==> config.mk <==
export PLATFORM = sky130hd
export DESIGN_NAME = prog_clkdiv
export DESIGN_NICKNAME = d
export VERILOG_FILES = /design/src/rtl/clkdiv_pkg.sv /design/src/rtl/clkdiv_decode.sv /design/src/rtl/clkdiv_ctrl_regs.sv /design/src/rtl/clkdiv_core.sv /design/src/rtl/prog_clkdiv.sv
export SDC_FILE = /design/constraint.sdc
export NUM_CORES = 1
export LEC_CHECK = 0
export BUFFER_PORTS_ARGS = -buffer_cell sky130_fd_sc_hd__buf_2
export CAP_MARGIN = 20
export CELL_PAD_IN_SITES_DETAIL_PLACEMENT = 1
export CELL_PAD_IN_SITES_GLOBAL_PLACEMENT = 1
export CORE_MARGIN = 8
export CORE_UTILIZATION = 32
export CTS_CLUSTER_DIAMETER = 100
export DETAILED_ROUTE_END_ITERATION = 10
export PLACE_DENSITY_LB_ADDON = 0.25
export SKIP_CTS_REPAIR_TIMING = 1
export SLEW_MARGIN = 30
export SYNTH_ARGS = -nofsm -noshare
export SYNTH_HDL_FRONTEND = slang
export SYNTH_SLANG_ARGS = --single-unit
==> constraint.sdc <==
create_clock -name clk_in -period 2.58 [get_ports clk_in]
set_input_delay 0.258 -clock clk_in [delete_from_list [all_inputs] [get_ports clk_in]]
set_output_delay 0.258 -clock clk_in [all_outputs]
set_load 0.01 [all_outputs]
==> src/rtl/clkdiv_pkg.sv <==
package clkdiv_pkg;

  // How the register field is turned into a divisor
  typedef enum logic [1:0] {
    DEC_MINUS1 = 2'd0,  // divisor = code + 1
    DEC_DIRECT = 2'd1,  // divisor = code, zero illegal
    DEC_POW2   = 2'd2,  // divisor = 2**code
    DEC_TABLE  = 2'd3   // divisor = table[code], zero entry illegal
  } dec_mode_e;

endpackage

==> src/rtl/clkdiv_decode.sv <==
module clkdiv_decode #(
  parameter clkdiv_pkg::dec_mode_e DECODE = clkdiv_pkg::DEC_MINUS1,
  parameter int unsigned FIELD_W = 4,
  parameter int unsigned DIV_W   = 8,
  parameter int unsigned MIN_DIV = 1,
  parameter int unsigned MAX_DIV = 16,
  parameter logic [2**FIELD_W-1:0][DIV_W-1:0] DIV_TABLE = '0
) (
  input  logic [FIELD_W-1:0] code,
  output logic [DIV_W-1:0]   div,
  output logic               ok
);

  localparam logic [DIV_W-1:0] MIN_V = DIV_W'(MIN_DIV);
  localparam logic [DIV_W-1:0] MAX_V = DIV_W'(MAX_DIV);
  localparam bit USE_RANGE = (DECODE != clkdiv_pkg::DEC_TABLE);

  logic [DIV_W-1:0] raw;
  logic             legal;
  logic             in_rng;

  generate
    if (DECODE == clkdiv_pkg::DEC_MINUS1) begin : g_minus1
      always_comb begin
        raw   = DIV_W'(code) + DIV_W'(1);
        legal = 1'b1;
      end
    end else if (DECODE == clkdiv_pkg::DEC_DIRECT) begin : g_direct
      always_comb begin
        raw   = DIV_W'(code);
        legal = (code != '0);
      end
    end else if (DECODE == clkdiv_pkg::DEC_POW2) begin : g_pow2
      always_comb begin
        legal = (int'(code) < int'(DIV_W));
        raw   = legal ? (DIV_W'(1) << code) : '0;
      end
    end else begin : g_table
      always_comb begin
        raw   = DIV_TABLE[code];
        legal = (raw != '0);
      end
    end
  endgenerate

  assign in_rng = (raw >= MIN_V) && (raw <= MAX_V);
  assign div    = raw;
  assign ok     = legal && (!USE_RANGE || in_rng);

endmodule

==> src/rtl/clkdiv_ctrl_regs.sv <==
module clkdiv_ctrl_regs #(
  parameter int unsigned REG_W     = 32,
  parameter int unsigned FIELD_LSB = 0,
  parameter int unsigned FIELD_W   = 4,
  parameter int unsigned DIV_W     = 8,
  parameter int unsigned IDLE_BIT  = 16,
  parameter int unsigned LATCH_BIT = 17,
  parameter int unsigned ERR_BIT   = 31,
  parameter bit          LATCH_EN  = 1'b0,
  parameter int unsigned RST_DIV   = 1
) (
  input  logic               clk,
  input  logic               rst_n,
  input  logic               wr,
  input  logic               rd,
  input  logic [REG_W-1:0]   wdata,
  input  logic [FIELD_W-1:0] code,
  input  logic [DIV_W-1:0]   dec_div,
  input  logic               dec_ok,
  output logic [REG_W-1:0]   rdata,
  output logic [FIELD_W-1:0] field_q,
  output logic [DIV_W-1:0]   pend_div,
  output logic               err_q,
  output logic               idle_q
);

  localparam logic [DIV_W-1:0] RST_V = DIV_W'(RST_DIV);

  logic accept;
  logic refuse;
  // Write-data bits outside the decoded fields carry no meaning here
  logic spare_bits;

  assign accept     = wr && dec_ok;
  assign refuse     = wr && !dec_ok;
  assign spare_bits = &{1'b0, wdata};

  // Accepted code, as seen on read-back
  always_ff @(posedge clk) begin
    if (!rst_n) begin
      field_q <= '0;
    end else if (accept) begin
      field_q <= code;
    end
  end

  // Sticky error: a refusal wins over a read clear
  always_ff @(posedge clk) begin
    if (!rst_n) begin
      err_q <= 1'b0;
    end else if (refuse) begin
      err_q <= 1'b1;
    end else if (rd) begin
      err_q <= 1'b0;
    end
  end

  // Autoidle enable follows every write
  always_ff @(posedge clk) begin
    if (!rst_n) begin
      idle_q <= 1'b0;
    end else if (wr) begin
      idle_q <= wdata[IDLE_BIT];
    end
  end

  generate
    if (LATCH_EN) begin : g_latched
      logic [DIV_W-1:0] stage_div;
      logic             commit;
      assign commit = wr && wdata[LATCH_BIT];

      always_ff @(posedge clk) begin
        if (!rst_n) begin
          stage_div <= RST_V;
        end else if (accept) begin
          stage_div <= dec_div;
        end
      end

      always_ff @(posedge clk) begin
        if (!rst_n) begin
          pend_div <= RST_V;
        end else if (commit) begin
          pend_div <= dec_ok ? dec_div : stage_div;
        end
      end
    end else begin : g_direct_apply
      always_ff @(posedge clk) begin
        if (!rst_n) begin
          pend_div <= RST_V;
        end else if (accept) begin
          pend_div <= dec_div;
        end
      end
    end
  endgenerate

  always_comb begin
    rdata = '0;
    rdata[FIELD_LSB +: FIELD_W] = field_q;
    rdata[IDLE_BIT]             = idle_q;
    rdata[ERR_BIT]              = err_q | spare_bits;
  end

endmodule

==> src/rtl/clkdiv_core.sv <==
module clkdiv_core #(
  parameter int unsigned DIV_W   = 8,
  parameter int unsigned RST_DIV = 1
) (
  input  logic             clk,
  input  logic             rst_n,
  input  logic [DIV_W-1:0] pend_div,
  output logic [DIV_W-1:0] div_act,
  output logic [DIV_W-1:0] cnt_q,
  output logic             phase_q,
  output logic             clk_out
);

  localparam logic [DIV_W-1:0] RST_V   = DIV_W'(RST_DIV);
  localparam bit               RST_PHS = (RST_DIV >= 2);

  logic             wrap;
  logic [DIV_W-1:0] cnt_nxt;
  logic [DIV_W-1:0] div_nxt;
  logic [DIV_W-1:0] half_nxt;
  logic             pass;

  // Period ends on the last count of the running divisor
  assign wrap     = (cnt_q == div_act - DIV_W'(1));
  assign cnt_nxt  = wrap ? '0 : cnt_q + DIV_W'(1);
  assign div_nxt  = wrap ? pend_div : div_act;
  assign half_nxt = div_nxt >> 1;

  always_ff @(posedge clk) begin
    if (!rst_n) begin
      cnt_q   <= '0;
      div_act <= RST_V;
      phase_q <= RST_PHS;
    end else begin
      cnt_q   <= cnt_nxt;
      div_act <= div_nxt;
      phase_q <= (cnt_nxt < half_nxt);
    end
  end

  assign pass    = (div_act == DIV_W'(1));
  assign clk_out = pass ? clk : phase_q;

endmodule

==> src/rtl/prog_clkdiv.sv <==
module prog_clkdiv #(
  parameter clkdiv_pkg::dec_mode_e DECODE = clkdiv_pkg::DEC_MINUS1,
  parameter int unsigned REG_W     = 32,
  parameter int unsigned FIELD_LSB = 0,
  parameter int unsigned FIELD_W   = 4,
  parameter int unsigned DIV_W     = 8,
  parameter int unsigned MIN_DIV   = 1,
  parameter int unsigned MAX_DIV   = 16,
  parameter logic [2**FIELD_W-1:0][DIV_W-1:0] DIV_TABLE =
    128'h00000000_00000006_03000201_10000804,
  parameter int unsigned IDLE_BIT  = 16,
  parameter bit          IDLE_INV  = 1'b0,
  parameter int unsigned LATCH_BIT = 17,
  parameter bit          LATCH_EN  = 1'b0,
  parameter int unsigned ERR_BIT   = 31,
  parameter int unsigned RST_DIV   = 1
) (
  input  logic             clk_in,
  input  logic             rst_n,
  input  logic             reg_wr,
  input  logic             reg_rd,
  input  logic [REG_W-1:0] reg_wdata,
  output logic [REG_W-1:0] reg_rdata,
  output logic             clk_out,
  output logic             err_flag,
  output logic             idle_req
);

  logic [FIELD_W-1:0] code;
  logic [DIV_W-1:0]   dec_div;
  logic               code_ok;
  logic [FIELD_W-1:0] field_q;
  logic [DIV_W-1:0]   pend_div;
  logic               idle_q;
  logic [DIV_W-1:0]   div_act;
  logic [DIV_W-1:0]   cnt_q;
  logic               phase_q;

  assign code = reg_wdata[FIELD_LSB +: FIELD_W];

  clkdiv_decode #(
    .DECODE   (DECODE),
    .FIELD_W  (FIELD_W),
    .DIV_W    (DIV_W),
    .MIN_DIV  (MIN_DIV),
    .MAX_DIV  (MAX_DIV),
    .DIV_TABLE(DIV_TABLE)
  ) u_decode (
    .code(code),
    .div (dec_div),
    .ok  (code_ok)
  );

  clkdiv_ctrl_regs #(
    .REG_W    (REG_W),
    .FIELD_LSB(FIELD_LSB),
    .FIELD_W  (FIELD_W),
    .DIV_W    (DIV_W),
    .IDLE_BIT (IDLE_BIT),
    .LATCH_BIT(LATCH_BIT),
    .ERR_BIT  (ERR_BIT),
    .LATCH_EN (LATCH_EN),
    .RST_DIV  (RST_DIV)
  ) u_regs (
    .clk     (clk_in),
    .rst_n   (rst_n),
    .wr      (reg_wr),
    .rd      (reg_rd),
    .wdata   (reg_wdata),
    .code    (code),
    .dec_div (dec_div),
    .dec_ok  (code_ok),
    .rdata   (reg_rdata),
    .field_q (field_q),
    .pend_div(pend_div),
    .err_q   (err_flag),
    .idle_q  (idle_q)
  );

  clkdiv_core #(
    .DIV_W  (DIV_W),
    .RST_DIV(RST_DIV)
  ) u_core (
    .clk     (clk_in),
    .rst_n   (rst_n),
    .pend_div(pend_div),
    .div_act (div_act),
    .cnt_q   (cnt_q),
    .phase_q (phase_q),
    .clk_out (clk_out)
  );

  assign idle_req = idle_q ^ IDLE_INV;

endmodule

; ---- Word-level counts from Yosys, hierarchy flattened
; Index checks and enable logic that the tools add are counted.
[word_totals]
out_inout_bits = 35
word_cells = 26
reg_bits = 31
input_bits = 36
[op_classes]
n_reduce_logical = 5
muxes = 5
add_sub_neg = 3
magnitude_cmp = 3
eq_ne = 2
[op_table]
columns = cell, n
row1 = $mux 8, 2
row2 = $add 8x1->8 const B, 1
row3 = $eq 8x1->1 const B, 1
row4 = $eq 8x8->1, 1
row5 = $ge 8x1->1 const B, 1
row6 = $le 8x5->1 const B, 1
row7 = $lt 8x7->1, 1
row8 = $sub 8x1->8 const B, 1
row9 = $add 4x1->5 const B, 1
row10 = $logic_and 1x1->1, 3
row11 = $mux 1, 3
row12 = $reduce_bool 2->1, 1
row13 = $logic_not 1->1, 1

; ---- Longest topological paths before layout
; Gate-level depths: netlist (run 1).
[depth]
word_depth = 6
mapped_depth = 15
mapped_depth_nobuf = 13

; ---- Cells and area by module
; A second synthesis (run 1) with hierarchy kept.
[unflattened]
cells_unflattened = 254
hier_area_um2 = 2142.1
[modules_own_cells]
columns = mod, instances, area_per_inst_um2, cells_per_inst, seq_area_each_um2
row1 = clkdiv_core, 1, 1162.4, 141, 340.3
row2 = clkdiv_ctrl_regs, 1, 842.1, 95, 280.3
row3 = clkdiv_decode, 1, 137.6, 18, 0.0

==> flow_metrics.py, run 1 <==
metrics = {
    "logic_synthesis": {
        "synth_seq_area_share_pct": 29.5,
        "syn_area_sq_um": 1900,
        "ys_top_cells_by_area": "dfxtp_1 (29%), buf_4 (11%), mux2i_1 (8.4%), ha_1 (7.9%), xor2_1 (3.7%)",
        "synth_cell_types": 37,
        "ys_top_cells_by_count": "buf_4 (28), dfxtp_1 (28), nand2_1 (17)",
        "ys_ff_latch": 28,
        "syn_inst": 216,
        "async_flop_share_pct": 0,
        "syn_area_per_cell_sq_um": 8.81,
        "synth_ff_type": "dfxtp_1",
        "synth-edff-count": 0,
        "netlist.area_leader.share_pct": 29.5,
        "ys_warn_count": 0,
        "yosys.area.top_type": "dfxtp_1",
    },
    "global_route": {
        "grt_pass1_vias": 1618,
        "gr-total-overflow": 0,
        "grt_max_degree": 33,
        "grt_util_all_layers_pct": 11.9,
        "grt_pass1_wl_microns": 7780,
        "antenna_found_initial": 0,
    },
    "floorplanning": {
        "dieHeight_microns": 93.1,
        "top_level_ports": 71,
        "die_area_sq_um": 8670,
        "start_util_pct": 32.5,
        "rows": 28,
        "fp.coreArea_sq_um": 5850,
        "die_x_microns": 93.1,
    },
    "layout": {
        "antenna_cells": 0,
        "syn_to_final_growth_pct": 25.0,
        "fillCellCount": 693,
        "final_area_sq_um": 2380,
        "layout.nets": 310,
        "regArea_sq_um": 569,
        "drive_gt1_share_pct": 31.4,
        "multi_input_area_sq_um": 1240,
    },
    "drt": {
        "viasPerCell": 4.57,
        "postRouteAntennaNets": 0,
        "drt_first_iter_violations": 38,
        "wire_per_inst_microns": 14.4,
        "drtPass1Iterations": 4,
        "drcViolationCount": 0,
        "wl_microns": 4820,
        "num_vias": 1534,
    },
    "sta": {
        "setup_slack_ns": -0.0447,
        "worst_pin_slew_ns": 0.513,
        "rsz0062_at_grt": "true",
        "post-route-period-util_pct": 102,
        "finalCriticalPeriod_ns": 2.62,
        "slew_violations": 0,
        "slew_headroom_pct": 65.5,
        "hold_viol": 0,
        "fmax_mhz": 381,
        "setup_violations": 1,
        "tns_ns": -0.0447,
        "skew_ns": 0.00738,
    },
    "critical_path": {
        "cp-start-kind": "flip-flop",
        "path_buf_inv": 2,
        "worstPathCellList": "nor4_4, a21oi_1, o22a_1, nand3_2, buf_6, buf_6, nand2_1, ha_4, nand3_2, a211oi_2, nor3_2, a31oi_1, a211oi_2",
        "critPathSlowestCell": "nor4_4",
        "max_stage_delay_ns": 0.41,
        "critPathArrivalTime_ns": 2.91,
        "path_class": "reg -> reg",
        "crit_family": "compound AO/OA/AOI/OAI gates",
        "crit_required_ns": 2.86,
        "cp_max_fo": 7,
        "end_kind": "flip-flop",
    },
    "flow_run": {
        "cap_violations": 0,
    },
    "power": {
        "ir_drop_mv": 0.348,
        "power_density_nw_per_um2": 912,
        "leakagePower_uw": 0.00114,
    },
    "placement": {
        "hpwl_microns": 3680,
        "dpl_cell_area_sq_um": 2150,
        "routabilityCongestion": 0.738,
        "place_ws_ns": -0.169,
        "numPortBuffers": 17,
    },
    "status": {
        "violations": "negative setup slack",
        "status": "complete, but fails checks",
    },
    "worst_hold_path": {
        "worstHoldPathType": "in -> reg",
    },
    "cts": {
        "path_clk_slew_ns": 0.10,
        "cts_tree": "yes",
        "clk_latency_ns": 0.39,
    },
}
-- path summary, 6_finish.rpt --
kind	slack, ns	depth (start not counted)	startpoint	endpoint
max	-0.04	13	u_core.div_act[5]	u_core.phase_q
max reg2reg	-0.04	13	u_core.div_act[5]	u_core.phase_q
min reg2reg	0.49	2	u_regs.pend_div[4]	u_core.div_act[4]
min	0.13	3	reg_wdata[16]	u_regs.idle_q
-- cell type report --
type                            count  share of cell area, %
Clock inverter                      1                   1.26
Inverter                            5                  0.894
Multi-Input combinational cell    171                   52.2
Tap cell                           75                   3.95
Sequential cell                    28                   23.9
Clock buffer                        7                   3.68
Timing Repair Buffer               49                   14.1
-- kinds of logic after synthesis --
family | Yosys count | share of synthesized area (%)
flip-flops | 28 | 29.5
multiplexers | 17 | 9.01
buffers and inverters | 42 | 15.1
AO/OA/AOI/OAI | 24 | 8.09
other | 1 | 0.197
adder cells (fa/ha/maj) | 12 | 7.89
AND/OR/NAND/NOR | 77 | 23.3
XOR/XNOR | 15 | 6.90
-- registers in the layout, indices dropped and copies added, names as in the netlist --
| register | flops |
|---|---|
| u_core.cnt_q | 8 |
| u_regs.field_q | 4 |
| u_regs.pend_div | 5 |
| u_core.div_act | 8 |
| u_regs.err_q | 1 |
| u_core.phase_q | 1 |
| u_regs.idle_q | 1 |
-- worst min-delay path, stage by stage --
cell,delay [ns]
buf_2,0.07
mux2i_1,0.05
nor2b_1,0.10
-- per-layer routing --
metal / global-route usage [%] / up-vias / part of all wire (%)
met3: 4.97 / 8 / 4.5
li1: - / 773 / -
met2: 20.3 / 28 / 52
met1: 12.2 / 725 / 42
met5: 0 / - / 0
met4: 6.04 / 0 / 1.8
-- cell usage in the layout (no fill, tap or decap), drive strengths merged, types with 3 or more instances in the layout --
cell,instances
a21oi,10
xor2,8
dfxtp,28
nand2,17
xnor2,7
mux2i,16
ha,12
nor2,11
clkbuf,6
conb,26
nor2b,10
nor3b,6
buf,50
inv,5
nor3,5
and3,9
nor4,3
nand3,9
-- where the power goes --
| part | switching, uW | internal (uW) |
|---|---|---|
| Combinational | 545 | 577 |
| Sequential | 43.4 | 476 |
| Clock | 194 | 335 |
-- stage by stage --
step	util [%]	cells	power, uW	hold WS, ns
floorplan	-	241	1210	0.409
global placement	36.8	327	1540	0.468
detailed placement	36.8	327	1550	0.471
CTS	38.7	334	2060	0.119
global route	40.7	336	2340	0.139
finish	40.7	336	2170	0.126
No activity file was read; power rests on OpenSTA's default activity.
==> run 2: changes to the inputs <==
- CORE_UTILIZATION: 32 -> 36
- clock period: 2.58 -> 3 ns (I/O delays scaled with it)
==> run 2 against run 1 <==
Against the previous run:
- the run now ends clean
- first-iteration DRC count up 130%
- global-route usage increased by 0.094 points
- clock power shrank 27%
- worst setup slack improved by 0.29 ns
- cell count fell by 8.9%
- critical endpoint unchanged
==> flow_metrics.py, run 2 (synthesized netlist as in run 1, its figures left out) <==
metrics = {
    "drt": {
        "drt_first_iter_violations": 88,
        "wl_microns": 4200,
        "wire_per_inst_microns": 13.7,
        "drcViolationCount": 0,
        "num_vias": 1426,
        "viasPerCell": 4.66,
        "drtPass1Iterations": 4,
        "postRouteAntennaNets": 0,
    },
    "floorplanning": {
        "dieHeight_microns": 88.7,
        "die_x_microns": 88.7,
        "die_area_sq_um": 7870,
        "fp.coreArea_sq_um": 5110,
        "start_util_pct": 37.3,
        "top_level_ports": 71,
        "rows": 26,
    },
    "power": {
        "leakagePower_uw": 0.000980,
        "power_density_nw_per_um2": 735,
        "ir_drop_mv": 0.320,
        "total_power_uw": 1520,
    },
    "critical_path": {
        "critPathArrivalTime_ns": 3.06,
        "cp-start-kind": "flip-flop",
        "cp_max_fo": 12,
        "path_class": "reg -> reg",
        "critPathSlowestCell": "dfxtp_1",
        "crit_required_ns": 3.31,
        "max_stage_delay_ns": 0.34,
        "worstPathCellList": "inv_1, ha_1, xor2_1, nand2_1, nor4_4, nand3_1, buf_4, mux2i_1, ha_1, nand3_1, a211oi_1, nor3_1, a31oi_1, a211oi_1",
        "end_kind": "flip-flop",
    },
    "layout": {
        "final_area_sq_um": 2070,
        "fillCellCount": 628,
        "drive_gt1_share_pct": 16.9,
        "final_cell_mix": "dfxtp_1 (28), conb_1 (26), nand2_1 (17), buf_2 (17), mux2i_1 (16)",
        "largest_registers": "u_core.cnt_q x8, u_core.div_act x8, u_regs.pend_div x5",
        "regArea_sq_um": 561,
        "finalNonFillerCells": 306,
        "layout.nets": 285,
        "multi_input_area_sq_um": 1160,
        "mostFrequentLayoutCell": "dfxtp_1",
        "syn_to_final_growth_pct": 8.61,
        "antenna_cells": 0,
    },
    "placement": {
        "hpwl_microns": 3180,
        "dpl_cell_area_sq_um": 1960,
        "routabilityCongestion": 0.757,
        "dpl.cell_count": 299,
        "numPortBuffers": 17,
    },
    "sta": {
        "skew_ns": 0.00204,
        "setup_violations": 0,
        "rsz0062_at_grt": "false",
        "slew_headroom_pct": 65.7,
        "hold_viol": 0,
        "finalCriticalPeriod_ns": 2.75,
        "worst_pin_slew_ns": 0.515,
        "tns_ns": 0,
        "post-route-period-util_pct": 91.7,
        "slew_violations": 0,
        "fmax_mhz": 364,
    },
    "global_route": {
        "grt_pass1_vias": 1526,
        "global_route.usage.met1_pct": 14.6,
        "grt_max_degree": 33,
        "use_met2_pct": 17.7,
        "antenna_found_initial": 0,
        "grt_util_all_layers_pct": 12.0,
        "grt_pass1_wl_microns": 7130,
        "gr-total-overflow": 0,
        "use_met3_pct": 4.74,
        "grt.busiest_layer": "met2",
    },
    "cts": {
        "clk_latency_ns": 0.39,
        "path_clk_slew_ns": 0.10,
        "cts_tree": "yes",
    },
    "flow_run": {
        "cap_violations": 0,
    },
    "worst_hold_path": {
        "worstHoldPathType": "in -> reg",
    },
    "status": {
        "status": "complete, no violations",
    },
}
[run 2: where the power goes]
group / internal (uW) / switching, uW
clock network: 227 / 158
logic: 302 / 392
registers: 408 / 33.2
[run 2: per-layer routing]
layer | wire [microns] | up-vias
met2 | 1840 | 29
li1 | - | 731
met3 | 226 | 6
met4 | 57 | 0
met5 | 0 | -
met1 | 2080 | 660
[run 2: path summary, 6_finish.rpt]
| path | from | endpoint | slack, ns | cells after the start |
|---|---|---|---|---|
| hold / removal | reg_wdata[16] | u_regs.idle_q | 0.20 | 3 |
| hold reg to reg | u_regs.pend_div[4] | u_core.div_act[4] | 0.48 | 2 |
| setup / recovery | u_core.div_act[0] | u_core.phase_q | 0.25 | 14 |
| setup reg to reg | u_core.div_act[0] | u_core.phase_q | 0.25 | 14 |
[run 2: layout make-up]
class / instances / area share (%)
multi-input cells: 171 / 56.1
flip-flops and latches: 28 / 27.1
repair buffers: 24 / 6.78
clock buffers: 8 / 4.90
well taps: 70 / 4.24
inverters: 5 / 0.908
[run 2: critical path, delay by kind of cell (launching register included)]
family | cells | cell delay (ns)
compound gates | 3 | 0.33
xor+xnor | 1 | 0.17
fa+ha+maj | 2 | 0.65
buf+inv | 2 | 0.25
flops | 1 | 0.34
mux | 1 | 0.13
simple gates | 5 | 0.79
[run 2: per-stage QoR]
stage	worst slack (ns)	utilization [%]	hold WS (ns)
6_report	0.250	40.5	0.196
3_3_place_gp	0.0538	38.4	0.462
5_1_grt	0.0197	40.5	0.214
2_1_floorplan	0.165	-	0.444
4_1_cts	0.0210	40.3	0.188
3_5_place_dp	0.0520	38.4	0.477
==> run 3: changes to the inputs <==
- CORE_ASPECT_RATIO: default -> 1.2
==> run 3 against run 2 <==
Against the previous run:
- worst hold slack got worse by 0.020 ns
- fmax fell by 1.3%
- clock-buffer cell count is the same
- die area grew 0.12%
==> flow_metrics.py, run 3 (synthesized netlist as in run 1, its figures left out) <==
metrics = {
    "sta": {
        "slew_violations": 0,
        "slew_headroom_pct": 66.6,
        "hold_viol": 0,
        "worst_pin_slew_ns": 0.500,
        "post-route-period-util_pct": 92.9,
        "skew_ns": 0.00798,
        "finalCriticalPeriod_ns": 2.79,
        "setup_violations": 0,
        "fmax_mhz": 359,
    },
    "drt": {
        "drcViolationCount": 0,
        "wl_met2_microns": 2300,
        "viasPerCell": 4.80,
        "wire_per_inst_microns": 14.7,
        "drtPass1Iterations": 4,
        "met1Wirelength_microns": 1910,
        "wl_microns": 4470,
        "dr_wl_met3_microns": 160,
        "num_vias": 1454,
        "postRouteAntennaNets": 0,
        "top_layer_used": "met4",
        "drt_first_iter_violations": 34,
    },
    "global_route": {
        "grt_max_degree": 33,
        "grt_util_all_layers_pct": 12.2,
        "antenna_found_initial": 0,
        "grt_pass1_vias": 1519,
        "grt_pass1_wl_microns": 7290,
        "gr-total-overflow": 0,
    },
    "layout": {
        "regArea_sq_um": 562,
        "mostFrequentLayoutCell": "dfxtp_1",
        "finalNonFillerCells": 303,
        "largest_registers": "u_core.cnt_q x8, u_core.div_act x8, u_regs.pend_div x5",
        "drive_gt1_share_pct": 20.7,
        "layout.nets": 290,
        "multi_input_area_sq_um": 1180,
        "fillCellCount": 645,
        "antenna_cells": 0,
        "syn_to_final_growth_pct": 11.4,
        "final_core_util_pct": 40.8,
        "final_cell_mix": "dfxtp_1 (27), conb_1 (26), nand2_1 (17), buf_2 (17), mux2i_1 (16)",
    },
    "critical_path": {
        "end_kind": "flip-flop",
        "path_buf_inv": 1,
        "critPathSlowestCell": "dfxtp_1",
        "max_stage_delay_ns": 0.55,
        "crit_required_ns": 3.31,
        "cp_max_fo": 7,
        "worstPathCellList": "xnor2_1, xnor2_1, nor4_4, nand3_2, buf_4, mux2i_1, ha_1, nand3_1, a211oi_2, nor3_1, a31oi_1, a211oi_2",
        "critPathArrivalTime_ns": 3.10,
        "crit_family": "simple AND/OR/NAND/NOR gates",
        "cp-start-kind": "flip-flop",
        "path_class": "reg -> reg",
    },
    "flow_run": {
        "cap_violations": 0,
    },
    "worst_hold_path": {
        "worstHoldPathType": "in -> reg",
    },
    "power": {
        "power_density_nw_per_um2": 793,
        "leakagePower_uw": 0.00102,
        "ir_drop_mv": 0.235,
    },
    "placement": {
        "hpwl_microns": 3390,
        "dpl.cell_count": 295,
        "routabilityCongestion": 0.748,
        "numPortBuffers": 17,
    },
    "floorplanning": {
        "rows": 29,
        "fp.coreArea_sq_um": 5190,
        "die_x_microns": 82.4,
        "top_level_ports": 71,
        "dieHeight_microns": 95.6,
        "die_area_sq_um": 7880,
        "start_util_pct": 36.7,
    },
    "cts": {
        "cts_tree": "yes",
        "path_clk_slew_ns": 0.10,
        "clk_latency_ns": 0.39,
    },
    "status": {
        "status": "complete, no violations",
    },
}
==> run 3: cell count changes in the layout (fill, tap and decap cells not counted) <==
cell | previous run | this run
dfxtp_2 | 0 | 1
a211oi_1 | 2 | 0
and3_4 | 0 | 1
buf_4 | 8 | 13
and3_2 | 1 | 0
nand3_2 | 0 | 2
dfxtp_1 | 28 | 27
nand3_1 | 9 | 7
a211oi_2 | 0 | 2
==> run 3: worst register-to-register path, stage by stage (launching register included) <==
cell      delay [ns]
dfxtp_1         0.55
xnor2_1         0.20
xnor2_1         0.14
nor4_4          0.36
nand3_2         0.13
buf_4           0.17
mux2i_1         0.13
ha_1            0.33
nand3_1         0.16
a211oi_2        0.05
nor3_1          0.20
a31oi_1         0.08
a211oi_2        0.22
==> run 3: final cells by class <==
class | instances | share of cell area [%]
clock buffers | 8 | 4.78
well taps | 62 | 3.66
inverters | 5 | 0.885
flip-flops and latches | 28 | 26.5
multi-input cells | 171 | 55.8
repair buffers | 29 | 8.38
==> run 3: layer usage <==
layer / track usage, % / up-vias
li1: - / 733
met1: 12.9 / 691
met2: 20.3 / 24
met3: 3.96 / 6
met4: 7.77 / 0
met5: 0 / -
==> run 3: report_power, final <==
group          internal [uW]  leakage, uW  switching [uW]
Combinational            405     0.000730             443
Sequential               409     0.000229            35.5
Clock                    227    0.0000584             162
Total                   1040      0.00102             640
==> run 3: worst paths after layout <==
kind / endpoint / slack (ns) / startpoint / cells past startpoint
worst min-delay path: u_regs.idle_q / 0.18 / reg_wdata[16] / 3
worst max register to register: u_core.phase_q / 0.21 / u_core.div_act[3] / 12
worst max-delay path: u_core.phase_q / 0.21 / u_core.div_act[3] / 12
worst min register to register: u_core.div_act[2] / 0.48 / u_regs.pend_div[2] / 2
==> run 3: stage by stage <==
stage,setup TNS (ns),power (uW),hold slack [ns],cell area (sq um),setup slack (ns)
global route,-0.0299,1810,0.184,2120,-0.0299
global placement,0,1250,0.468,1980,0.0528
floorplan,0,1030,0.444,2000,0.165
detailed placement,-0.00899,1260,0.477,1980,-0.00899
CTS,-0.0437,1630,0.167,2080,-0.0437
finish,0,1680,0.176,2120,0.213
